<file path="src/rtl/cs_pkg.sv">
package cs_pkg;
  localparam int CS_DIV_W = 4;
  typedef logic [CS_DIV_W-1:0] div_t;

  // Next phase of a slice counter that wraps at ratio d.
  function automatic div_t cs_next_count(input div_t c, input div_t d);
    if (d == '0) return '0;
    if (c >= d - div_t'(1)) return '0;
    return c + div_t'(1);
  endfunction

  // A slice fires when its phase is zero and its ratio is nonzero.
  function automatic logic cs_phase_zero(input div_t c, input div_t d);
    return (d != '0) && (c == '0);
  endfunction
endpackage

</file>
<file path="src/rtl/cs_slice.sv">
module cs_slice
  import cs_pkg::*;
(
  input  logic clk,
  input  logic rst_n,
  input  logic run_req,
  input  div_t div_in,
  output logic tick,
  output logic stat
);
  logic run_q;
  div_t div_q;
  div_t cnt_q;
  logic start_ev;

  assign start_ev = run_req & ~run_q;

  always_ff @(posedge clk) begin
    if (!rst_n) begin
      run_q <= 1'b0;
      cnt_q <= '0;
      div_q <= '0;
    end else if (!run_req) begin
      run_q <= 1'b0;
      cnt_q <= '0;
      div_q <= div_in;
    end else if (start_ev) begin
      run_q <= 1'b1;
      cnt_q <= '0;
      div_q <= div_in;
    end else begin
      cnt_q <= cs_next_count(cnt_q, div_q);
    end
  end

  assign tick = run_q & cs_phase_zero(cnt_q, div_q);
  assign stat = run_q & (div_q != '0);
endmodule

</file>
<file path="src/rtl/cs_ack.sv">
module cs_ack #(
  parameter int NUM_SLICES = 4
) (
  input  logic                  sync_req,
  input  logic [NUM_SLICES-1:0] stat,
  output logic                  ack
);
  assign ack = sync_req & ~(|stat);
endmodule

</file>
<file path="src/rtl/clk_slice_sync.sv">
module clk_slice_sync
  import cs_pkg::*;
#(
  parameter int NUM_SLICES = 4,
  localparam int DIV_BUS_W = NUM_SLICES * CS_DIV_W
) (
  input  logic                  clk,
  input  logic                  rst_n,
  input  logic                  sync_req,
  input  logic [NUM_SLICES-1:0] slice_en,
  input  logic [DIV_BUS_W-1:0]  div_val,
  output logic [NUM_SLICES-1:0] slice_pulse,
  output logic [NUM_SLICES-1:0] slice_stat,
  output logic                  sync_ack
);
  logic [NUM_SLICES-1:0] run_req;

  for (genvar gi = 0; gi < NUM_SLICES; gi++) begin : g_slice
    assign run_req[gi] = slice_en[gi] & ~sync_req;
    cs_slice u_slice (
      .clk    (clk),
      .rst_n  (rst_n),
      .run_req(run_req[gi]),
      .div_in (div_val[gi*CS_DIV_W +: CS_DIV_W]),
      .tick   (slice_pulse[gi]),
      .stat   (slice_stat[gi])
    );
  end

  cs_ack #(.NUM_SLICES(NUM_SLICES)) u_ack (
    .sync_req(sync_req),
    .stat    (slice_stat),
    .ack     (sync_ack)
  );
endmodule

</file>
<file path="config.mk">
export PLATFORM = sky130hd
export DESIGN_NAME = clk_slice_sync
export DESIGN_NICKNAME = d
export VERILOG_FILES = /design/src/rtl/cs_pkg.sv /design/src/rtl/cs_slice.sv /design/src/rtl/cs_ack.sv /design/src/rtl/clk_slice_sync.sv
export SDC_FILE = /design/constraint.sdc
export NUM_CORES = 1
export LEC_CHECK = 0
export BUFFER_PORTS_ARGS = -buffer_cell sky130_fd_sc_hd__buf_2
export CORE_ASPECT_RATIO = 1.25
export CORE_MARGIN = 3
export CORE_UTILIZATION = 30
export DETAILED_ROUTE_END_ITERATION = 6
export GPL_TIMING_DRIVEN = 0
export PLACE_DENSITY_LB_ADDON = 0.3
export SETUP_SLACK_MARGIN = 0.3
export SLEW_MARGIN = 0
export SYNTH_ARGS = -nofsm -noshare
export SYNTH_HDL_FRONTEND = slang
export SYNTH_SLANG_ARGS = --single-unit
export TNS_END_PERCENT = 100
</file>
<file path="constraint.sdc">
create_clock -name clk -period 1.5 [get_ports clk]
set_input_delay 0.225 -clock clk [delete_from_list [all_inputs] [get_ports clk]]
set_output_delay 0.225 -clock clk [all_outputs]
set_load 0.05 [all_outputs]
</file>
---- After elaboration in Yosys (flattened, before gate mapping) ----
Cells that the tools add are included.
cells by class
  add/sub/neg operators ................... 8
  order comparisons ....................... 4
  eq/ne operators ......................... 4
  multiplexer cells ....................... 60
  bitwise operators ....................... 28
  reduce and logical (&&, ||, !) cells .... 25
operator list
  operator                                                             number
  4-bit two-way mux                                                    24
  1-bit two-way mux                                                    36
  4-bit logical NOT                                                    8
  1-bit bitwise AND                                                    17
  4-bit by 1-bit adder with 4-bit output (second input constant)       4
  4-bit greater-or-equal comparator                                    4
  4-bit nonzero test                                                   4
  4-bit by 1-bit subtractor with 4-bit output (second input constant)  4
  3-bit OR reduction                                                   4
  1-bit inverter                                                       11
  2-bit inequality test (second input constant)                        4
  2-bit AND reduction                                                  4
  1-bit logical AND                                                    4
  4-bit OR reduction                                                   1
word-level totals
  register bits ........................... 36
  input bits .............................. 23
  output and inout port bits .............. 9

---- Longest topological paths before layout ----
Gate-level depths: netlist of run 1.
  depth after elaboration ................. 12
  mapped depth ............................ 6
  mapped depth without buffers ............ 6

---- Hierarchy ----
A second synthesis of run 1 with hierarchy kept.
second synthesis, totals
  cells, all modules ...................... 222
  area total of the unflattened synthesis .. 2050.7 µm²
modules (own cells, without submodules)
  module          instances  cells each  area each (µm²)
  cs_slice        4          54          501.7
  clk_slice_sync  1          4           25.0
  cs_ack          1          2           18.8

---- Worst setup path after synthesis of run 1 ----
No wires, ideal clock.
  path kind ............................... reg2out
  from .................................... reg g_slice[2].u_slice.div_q[0]
  to ...................................... out sync_ack
  data arrival time ....................... 2.050 ns
  required time ........................... 1.275 ns
  slack ................................... -0.775 ns
  stages on the path, launching flop included .. 6
  path buffers ............................ 0
  cell sequence ........................... dfxtp_1 > inv_1 > ha_1 > or3b_1 > and2_1 > nor4_2
on the way
  cells in the longest elaborated chain, start to end .. 5
ends and longest elaborated chain
  item                         RTL line              RTL
  start, declared              cs_slice.sv:12        div_t div_q;
  start signal, assigned       cs_slice.sv:26        div_q <= div_in;
  start signal, assigned       cs_slice.sv:30        div_q <= div_in;
  4-bit nonzero test           cs_slice.sv:37        assign stat = run_q & (div_q != '0);
  1-bit bitwise AND            cs_slice.sv:37
  via g_slice[2].u_slice.stat  cs_slice.sv:9         output logic stat
  4-bit OR reduction           cs_ack.sv:8           assign ack = sync_req & ~(|stat);
  1-bit inverter               cs_ack.sv:8
  1-bit bitwise AND            cs_ack.sv:8
  end, declared                clk_slice_sync.sv:14  output logic sync_ack
The timed path passes the listed nets, and every way through them passes these cells.

---- Worst setup path after layout of run 1 ----
Same ends and word-level chain as after synthesis.

==> results.sh, run 1 <==
export IMPL_status="complete, but fails checks"
export IMPL_violations="setup timing"
export IMPL_hold_viol=0
export IMPL_synth_cells=213
export IMPL_dp_final_hpwl_um=3270
export IMPL_powerDensity_nw_per_um2=702
export IMPL_async_flop_share_pct=0
export IMPL_startpoint_type="flip-flop"
export IMPL_hold_class="in -> reg"
export IMPL_finalHoldWorstSlack_ps=187
export IMPL_routed_wl_um=4790
export IMPL_maxCapViolations=0
export IMPL_netlist_area_um2=2100
export IMPL_dieWidth_um=80.8
export IMPL_diodes=0
export IMPL_finalCritPeriodShare_pct=137
export IMPL_core_um2=6690
export IMPL_grt_pass1_wl_um=7960
export IMPL_crit_required_ps=1270
export IMPL_cpMaxStageDelayCell="or3b_4"
export IMPL_htreeDepth=2
export IMPL_grt_overflow_total=0
export IMPL_grt_max_degree=11
export IMPL_num_io_pins=32
export IMPL_synth_top_flop_cell="dfxtp_1"
export IMPL_ctsHoldBuffers=0
export IMPL_fp_row_count=33
export IMPL_dr_pass1_iters=3
export IMPL_cts_clk_slew_worst_paths_ps=70
export IMPL_antenna_found_initial=0
export IMPL_end_kind="primary output"
export IMPL_grt_usage_pct=12.7
export IMPL_avgSynthCellArea_um2=9.84
export IMPL_fin_crit_ps=2060
export IMPL_drcViolationCount=0
export IMPL_utilization_pct=48.9
export IMPL_ant_nets=0
export IMPL_slowest_delay_ps=380
export IMPL_grt_pass1_vias=1738
export IMPL_dieArea_um2=8030
export IMPL_p_leak_nw=1.38
export IMPL_vias=1700
export IMPL_numCtsBuffers=5
export IMPL_clock_sinks=36
export IMPL_path_class="reg -> out"
export IMPL_cp_top_family="simple AND/OR/NAND/NOR gates"
export IMPL_cts_tree="built"
export IMPL_critPathBufInv=2
export IMPL_fin_setup_tns_ps=-5040
export IMPL_setup_ws_ps=-556
export IMPL_setup_viol=25
export IMPL_yosysWarningCount=0
export IMPL_start_util_pct=31.3
export IMPL_vias_per_cell=4.70
export IMPL_maxSlewViolCount=0
export IMPL_worst_pin_slew_ps=357
export IMPL_fp_dieH_um=99.4
export IMPL_place_congestion=0.768
export IMPL_yosysSeqAreaShare_pct=34.4
export IMPL_path_max_fanout=3
export IMPL_synth_edf_count=0
export IMPL_slew_headroom_pct=76.2
export IMPL_syn2layout_area_growth_pct=56.1
export IMPL_io_buffers=31
export IMPL_crit_chain="inv_2 > ha_4 > or3b_4 > and2_4 > nor4_4 > buf_6"
export IMPL_cts_root_buf="clkbuf_8"
export IMPL_fmax_mhz=486
export IMPL_clockBufferDepth=2
export IMPL_layout_nets=326
export IMPL_wl_per_cell_um=13.2
export IMPL_layout_drive_gt1_share_pct=56.7
export IMPL_rsz0062_at_grt="true"
export IMPL_clk_latency_ps=290
export IMPL_ys_seq_elements=36
export IMPL_irDropWorstVdd_mv=0.417
export IMPL_drt_iter0_drc=21
export IMPL_synth_cell_types=27
export IMPL_mappedNetlistNets=264
export IMPL_finClkSkew_ps=3.48
export IMPL_arrival_ps=1830
==> sequential cells by signal (all words and copies together) (netlist names) <==
name / cells
g_slice.u_slice.run_q: 4
g_slice.u_slice.cnt_q: 16
g_slice.u_slice.div_q: 16
==> worst register-to-register path: stages (launching register included) <==
cell      delay [ps]
dfxtp_2          340
inv_2             50
ha_4             170
buf_6            110
buf_6            110
xnor2_4          120
ha_4             170
a211o_4          350
a211oi_2         180
==> final cells by class <==
cell class | count | area (um2)
tap | 87 | 109
timing repair buffer | 55 | 452
buffer | 9 | 93.8
fill | 655 | 3420
clock inverter | 1 | 5.00
inverter | 22 | 82.6
multi-input combinational | 146 | 1720
clock buffer | 6 | 72.6
sequential | 36 | 739
==> stage by stage <==
| step | power, mW | std cells | worst slack (ps) | cell area, um2 |
|---|---|---|---|---|
| global placement | 1.41 | 331 | -342 | 2540 |
| global route | 2.41 | 362 | -612 | 3270 |
| detailed placement | 1.41 | 331 | -331 | 2540 |
| CTS | 2.23 | 356 | -551 | 3060 |
| floorplan | 1.32 | 213 | -369 | 2280 |
| finish | 2.30 | 362 | -556 | 3270 |
==> cells by family after synthesis <==
logic type / Yosys count / share of synthesized area [%]
AOI/OAI and AO/OA: 27 / 9.85
and+or+nand+nor: 59 / 17.7
muxes: 16 / 7.64
xor gates and xnor gates: 16 / 6.69
adders and majority gates: 28 / 16.7
DFF: 36 / 34.4
buffers and inverters: 31 / 6.99
==> repair_timing <==
action | in CTS | in global routing
pin swaps | 26 | 19
setup buffers | 18 | 6
endpoints found under the setup margin | 25 | 25
endpoints found under the hold margin | 0 | 0
gates resized for setup | 68 | 28
cloned | 0 | 0
==> where the power goes <==
group / switching [mW] / internal (mW)
Sequential: 0.0383 / 0.989
Clock: 0.352 / 0.316
Combinational: 0.263 / 0.337
==> worst paths after layout <==
path / start / end / slack [ps] / cells past startpoint
worst min-delay path: slice_en[2] / g_slice[2].u_slice.run_q / 190 / 2
worst min register to register: g_slice[0].u_slice.cnt_q[0] / g_slice[0].u_slice.cnt_q[0] / 440 / 1
worst max-delay path: g_slice[2].u_slice.div_q[0] / sync_ack / -560 / 6
worst max register to register: g_slice[0].u_slice.div_q[0] / g_slice[0].u_slice.cnt_q[2] / -170 / 8
==> per-layer routing <==
| layer | up-vias | part of all wire [%] | global-route usage, % | wire length, um |
|---|---|---|---|---|
| li1 | 856 | - | - | - |
| met2 | 28 | 51 | 23.2 | 2470 |
| met3 | 9 | 4.1 | 2.99 | 195 |
| met1 | 807 | 43 | 14.5 | 2060 |
| met4 | 0 | 1.5 | 3.51 | 70 |
| met5 | - | 0 | 0 | 0 |
==> cell usage in the layout, fill, tap and decap left out, drive strengths merged <==
cell / Yosys / routed
a211o: 4 / 4
a211oi: 16 / 16
and2: 5 / 5
and2b: 1 / 1
and3: 4 / 4
buf: 8 / 63
clkbuf: 1 / 7
clkinv: 0 / 1
dfxtp: 36 / 36
ha: 28 / 28
inv: 22 / 22
mux2i: 16 / 16
nand2b: 5 / 5
nand3: 4 / 4
nand3b: 5 / 5
nand4: 2 / 2
nor2: 5 / 5
nor2b: 19 / 19
nor3: 4 / 4
nor3b: 1 / 1
nor4: 1 / 1
o2111ai: 1 / 1
o21a: 5 / 5
o21ai: 1 / 1
or3b: 2 / 2
or4: 1 / 1
xnor2: 12 / 12
xor2: 4 / 4
==> synthesized netlist by cell type (5+ instances only) <==
cell type / count / area, um2
nand3b_1: 5 / 37.5
mux2i_1: 16 / 160
ha_1: 28 / 350
inv_1: 22 / 82.6
nor2_1: 5 / 18.8
a211oi_1: 16 / 120
and2_1: 5 / 31.3
nand2b_1: 5 / 31.3
nor2b_1: 19 / 119
xnor2_1: 12 / 105
buf_4: 8 / 60.1
o21a_1: 5 / 37.5
dfxtp_1: 36 / 721
No activity file was read; power rests on OpenSTA's default activity.
==> inputs of run 2 (changes only) <==
- CORE_ASPECT_RATIO: 1.25 -> default
==> run 2 against run 1 <==
The flow still finishes with violations (setup timing). Flip-flop and latch count stayed put. Clock-buffer cell count shrank 1. Hold slack worse by 24 ps. Final area increased by 2.5%. Critical path depth stayed put. First-iteration DRC count increased by 14%. Clock power up 84%.
==> results.sh, run 2 (synthesis results as in run 1) <==
export IMPL_cts_root_buf="clkbuf_8"
export IMPL_whs_endpoint="g_slice[3].u_slice.run_q"
export IMPL_slowest_delay_ps=370
export IMPL_fin_crit_ps=2100
export IMPL_final_fill_count=582
export IMPL_layout_commonest_cell="dfxtp_1"
export IMPL_clock_power_share_pct=43.1
export IMPL_cpMaxStageDelayCell="or3b_4"
export IMPL_finClkSkew_ps=4.88
export IMPL_fin_total_pwr_mw=2.84
export IMPL_vias=1675
export IMPL_fp_dieH_um=89.6
export IMPL_maxCapViolations=0
export IMPL_p_leak_nw=1.43
export IMPL_layout_nets=329
export IMPL_comb_power_share_pct=20.8
export IMPL_ctsHoldBuffers=0
export IMPL_holdCritStartpoint="slice_en[3]"
export IMPL_dieArea_um2=8020
export IMPL_layout_drive_gt1_share_pct=55.2
export IMPL_slew_headroom_pct=68.9
export IMPL_crit_required_ps=1270
export IMPL_dieWidth_um=89.6
export IMPL_grt_pass1_wl_um=7940
export IMPL_htreeDepth=2
export IMPL_dp_slack_ps=-356
export IMPL_antenna_found_initial=0
export IMPL_core_um2=6570
export IMPL_intPower_mw=2.15
export IMPL_final_cell_mix="dfxtp_1 (23), buf_2 (22), buf_6 (21)"
export IMPL_clockBufferDepth=2
export IMPL_path_max_fanout=3
export IMPL_start_util_pct=31.9
export IMPL_grt_max_degree=13
export IMPL_utilization_pct=51.1
export IMPL_clk_latency_ps=300
export IMPL_wl_per_cell_um=13.0
export IMPL_drt_iter0_drc=24
export IMPL_setup_viol=25
export IMPL_status="complete, but fails checks"
export IMPL_crit_chain="inv_2 > ha_4 > or3b_4 > and2_4 > nor4_4 > buf_6"
export IMPL_startpoint_type="flip-flop"
export IMPL_rrSetupSlack_ps=-180
export IMPL_timing_rr_start="g_slice[1].u_slice.div_q[1]"
export IMPL_switching_share_pct=24.4
export IMPL_hold_class="in -> reg"
export IMPL_clock_sinks=36
export IMPL_end_kind="primary output"
export IMPL_setup_ws_ps=-595
export IMPL_powerDensity_nw_per_um2=847
export IMPL_vias_per_cell=4.50
export IMPL_ant_nets=0
export IMPL_path_class="reg -> out"
export IMPL_grt_pass1_vias=1726
export IMPL_fin_setup_tns_ps=-5490
export IMPL_finalCritPeriodShare_pct=140
export IMPL_r2r_end="g_slice[1].u_slice.cnt_q[2]"
export IMPL_place_congestion=0.760
export IMPL_power_share_sequential_pct=36.1
export IMPL_rsz0062_at_grt="true"
export IMPL_whs_path_depth=2
export IMPL_irDropWorstVdd_mv=0.371
export IMPL_grt_usage_pct=13.0
export IMPL_fmax_mhz=477
export IMPL_drcViolationCount=0
export IMPL_dp_final_hpwl_um=3220
export IMPL_rr_worst_depth=7
export IMPL_maxSlewViolCount=0
export IMPL_hold_viol=0
export IMPL_violations="setup timing"
export IMPL_num_io_pins=32
export IMPL_reg_top3="g_slice.u_slice.cnt_q x16, g_slice.u_slice.div_q x16, g_slice.u_slice.run_q x4"
export IMPL_fp_row_count=29
export IMPL_io_buffers=31
export IMPL_worst_pin_slew_ps=467
export IMPL_cts_tree="built"
export IMPL_diodes=0
export IMPL_arrival_ps=1870
export IMPL_syn2layout_area_growth_pct=60.1
export IMPL_cts_clk_slew_worst_paths_ps=80
export IMPL_grt_overflow_total=0
export IMPL_routed_wl_um=4850
export IMPL_dr_pass1_iters=3
export IMPL_power_switching_mw=0.692
export IMPL_numCtsBuffers=5
## run 2: cell types whose count changed in the layout (fill, tap and decap cells not counted), moves of 2 or more
cell,previous run,this run
dfxtp_1,21,23
and3_4,4,2
and3_1,0,2
xnor2_1,8,10
buf_6,17,21
bufinv_16,0,3
buf_4,16,14
dfxtp_2,15,13
## run 2: through the flow
| stage | hold slack (ps) | cells | instance area, um2 |
|---|---|---|---|
| 2_1_floorplan | 347 | 213 | 2280 |
| 3_3_place_gp | 418 | 337 | 2550 |
| 6_report | 164 | 372 | 3350 |
| 5_1_grt | 158 | 372 | 3350 |
| 4_1_cts | 157 | 362 | 3180 |
| 3_5_place_dp | 422 | 337 | 2550 |
## run 2: what timing repair did
item / CTS / global route
pin swaps: 25 / 17
setup endpoints to repair: 25 / 25
buffers inserted: 17 / 10
gates resized for setup: 75 / 17
## run 2: final cells by class
| type | instances | area (um2) | area share [%] |
|---|---|---|---|
| buffer | 9 | 97.6 | 2.91 |
| clock inverter | 3 | 90.1 | 2.69 |
| inverter | 22 | 82.6 | 2.46 |
| sequential | 36 | 737 | 22.0 |
| multi-input combinational | 146 | 1670 | 49.8 |
| timing repair buffer | 58 | 493 | 14.7 |
| clock buffer | 5 | 68.8 | 2.05 |
| tap | 93 | 116 | 3.47 |
## run 2: routing by layer
metal  vias up  routed length [um]  track usage [%]
li1        858                   -                -
met1       782                2200             16.1
met2        26                2380             21.1
met3         9                 189             4.20
met4         0                  90             4.47
met5         -                   0                0
## run 2: worst max-delay path by stage
stage / depth (start not counted) / from / endpoint
2_1_floorplan: 5 / g_slice[3].u_slice.div_q[0] / sync_ack
3_3_place_gp: 6 / g_slice[3].u_slice.div_q[0] / sync_ack
3_5_place_dp: 6 / g_slice[3].u_slice.div_q[0] / sync_ack
4_1_cts: 6 / g_slice[3].u_slice.div_q[1] / sync_ack
5_1_grt: 6 / g_slice[3].u_slice.div_q[1] / sync_ack
6_report: 6 / g_slice[3].u_slice.div_q[1] / sync_ack
## run 2: power by group through the flow
stage          Combinational, mW  Clock (mW)  Sequential, mW
4_1_cts                    0.531        1.24            1.02
3_3_place_gp               0.367           0            1.04
6_report                   0.592        1.23            1.02
2_1_floorplan              0.283           0            1.03
5_1_grt                    0.644        1.29            1.03
3_5_place_dp               0.373           0            1.04
## run 2: critical path, delay by kind of cell, from the launching register on
kind | cells | cell delay [ps]
buf+inv | 2 | 260
fa+ha+maj | 1 | 130
simple gates | 3 | 830
flops | 1 | 330
==> inputs of run 3 (changes only) <==
- ABC_CLOCK_PERIOD_IN_PS: default -> 1500
- CORE_UTILIZATION: 30 -> 51
==> run 3 against run 2 <==
The run still ends with setup timing left. Flip-flop and latch count did not move. Combinational power rose by 7.9%. Highest routed layer unchanged. Critical path depth did not move. Sequential share of layout area rose by 0.30 points. Largest power group is now registers.
==> results.sh, run 3 (synthesis results as in run 1) <==
export IMPL_status="complete, but fails checks"
export IMPL_violations="setup timing"
export IMPL_layout_drive_gt1_share_pct=56.9
export IMPL_vias=1865
export IMPL_slowest_delay_ps=380
export IMPL_vias_per_cell=5.62
export IMPL_maxSlewViolCount=0
export IMPL_utilization_pct=87.1
export IMPL_grt_usage_pct=23.0
export IMPL_end_kind="primary output"
export IMPL_num_io_pins=32
export IMPL_arrival_ps=1860
export IMPL_crit_chain="inv_2 > ha_4 > or3b_4 > and2_4 > nor4_4 > buf_6"
export IMPL_maxCapViolations=0
export IMPL_final_fill_count=185
export IMPL_grt_pass1_wl_um=8970
export IMPL_finalHoldWorstSlack_ps=179
export IMPL_drcViolationCount=0
export IMPL_intPower_mw=1.83
export IMPL_critPathBufInv=2
export IMPL_crit_required_ps=1270
export IMPL_irDropWorstVdd_mv=0.783
export IMPL_layout_nets=333
export IMPL_power_share_sequential_pct=40.3
export IMPL_fin_crit_ps=2090
export IMPL_io_buffers=31
export IMPL_wl_per_cell_um=18.7
export IMPL_clock_sinks=36
export IMPL_dieWidth_um=70.1
export IMPL_place_area_um2=2490
export IMPL_start_util_pct=55.2
export IMPL_cp_top_family="simple AND/OR/NAND/NOR gates"
export IMPL_slew_headroom_pct=67.4
export IMPL_setup_viol=25
export IMPL_cts_root_buf="clkbuf_8"
export IMPL_clk_latency_ps=300
export IMPL_antenna_found_initial=1
export IMPL_htreeDepth=2
export IMPL_power_switching_mw=0.723
export IMPL_final_area_um2=3310
export IMPL_setup_ws_ps=-587
export IMPL_fp_dieH_um=70.1
export IMPL_rsz0062_at_grt="true"
export IMPL_drt_iter0_drc=71
export IMPL_hold_class="in -> reg"
export IMPL_grt_overflow_total=0
export IMPL_reg_top3="g_slice.u_slice.cnt_q x16, g_slice.u_slice.div_q x16, g_slice.u_slice.run_q x4"
export IMPL_ant_nets=0
export IMPL_fp_row_count=22
export IMPL_p_leak_nw=1.43
export IMPL_clock_power_share_pct=34.7
export IMPL_dp_slack_ps=-329
export IMPL_final_cell_mix="dfxtp_1 (23), buf_6 (22), buf_2 (22)"
export IMPL_core_um2=3800
export IMPL_powerDensity_nw_per_um2=772
export IMPL_cts_tree="built"
export IMPL_dp_final_hpwl_um=3110
export IMPL_hold_viol=0
export IMPL_finClkSkew_ps=11.2
export IMPL_place_congestion=0.780
export IMPL_fin_total_pwr_mw=2.55
export IMPL_fmax_mhz=479
export IMPL_layout_commonest_cell="dfxtp_1"
export IMPL_numCtsBuffers=5
export IMPL_path_max_fanout=3
export IMPL_switching_share_pct=28.3
export IMPL_startpoint_type="flip-flop"
export IMPL_comb_power_share_pct=25.0
export IMPL_cpMaxStageDelayCell="or3b_4"
export IMPL_grt_max_degree=13
export IMPL_dr_pass1_iters=4
export IMPL_routed_wl_um=6210
export IMPL_finalCritPeriodShare_pct=139
export IMPL_cts_clk_slew_worst_paths_ps=80
export IMPL_clockBufferDepth=2
export IMPL_dieArea_um2=4910
export IMPL_syn2layout_area_growth_pct=57.9
export IMPL_path_class="reg -> out"
export IMPL_worst_pin_slew_ps=489
export IMPL_grt_pass1_vias=1907
-- run 3: path summary, 6_finish.rpt --
kind                               startpoint                     endpoint  slack, ps  cells past startpoint
hold / removal                     div_val[9]  g_slice[2].u_slice.div_q[1]        180                      3
setup / recovery  g_slice[3].u_slice.div_q[0]                     sync_ack       -590                      6
setup reg to reg  g_slice[2].u_slice.div_q[1]  g_slice[2].u_slice.cnt_q[1]       -530                     11
hold reg to reg   g_slice[3].u_slice.cnt_q[0]  g_slice[3].u_slice.cnt_q[0]        450                      1
-- run 3: area by class of cell --
type	instances	area [um2]	share of cell area, %
Multi-Input combinational cell	146	1690	51.1
Buffer	9	97.6	2.95
Clock buffer	5	68.8	2.08
Inverter	22	82.6	2.50
Sequential cell	36	737	22.3
Timing Repair Buffer	62	527	15.9
Antenna cell	1	2.50	0.0756
Clock inverter	3	42.5	1.29
Tap cell	48	60.1	1.81
-- run 3: metal layers --
metal  track usage [%]  vias up  wire (um)
met5                 0        -          0
met4              10.4        0        309
met3              5.90       28        291
met2              40.1       60       3190
met1              26.1      909       2420
li1                  -      868          -
-- run 3: power groups by stage --
| stage | registers (mW) | logic, mW | clock network (mW) |
|---|---|---|---|
| final | 1.03 | 0.639 | 0.887 |
| after global placement | 1.04 | 0.359 | 0 |
| after CTS | 1.02 | 0.551 | 0.872 |
| after global routing | 1.03 | 0.679 | 0.934 |
| after floorplan | 1.03 | 0.283 | 0 |
| after detailed placement | 1.04 | 0.371 | 0 |
-- run 3: stage by stage --
step,TNS (ps),cells
floorplan,-415,213
global placement,-1140,292
detailed placement,-1480,292
CTS,-5800,321
global route,-8940,332
finish,-7340,332
-- run 3: worst min-delay path, cell delays in order --
cell     delay [ps]
buf_2            70
mux2i_1          50
nor2b_1          90
-- run 3: timing repair --
item | in CTS | in global routing
endpoints found under the setup margin | 25 | 25
hold buffers | 0 | 0
pin swaps | 24 | 28
buffers inserted | 21 | 10
gates resized for setup | 75 | 22
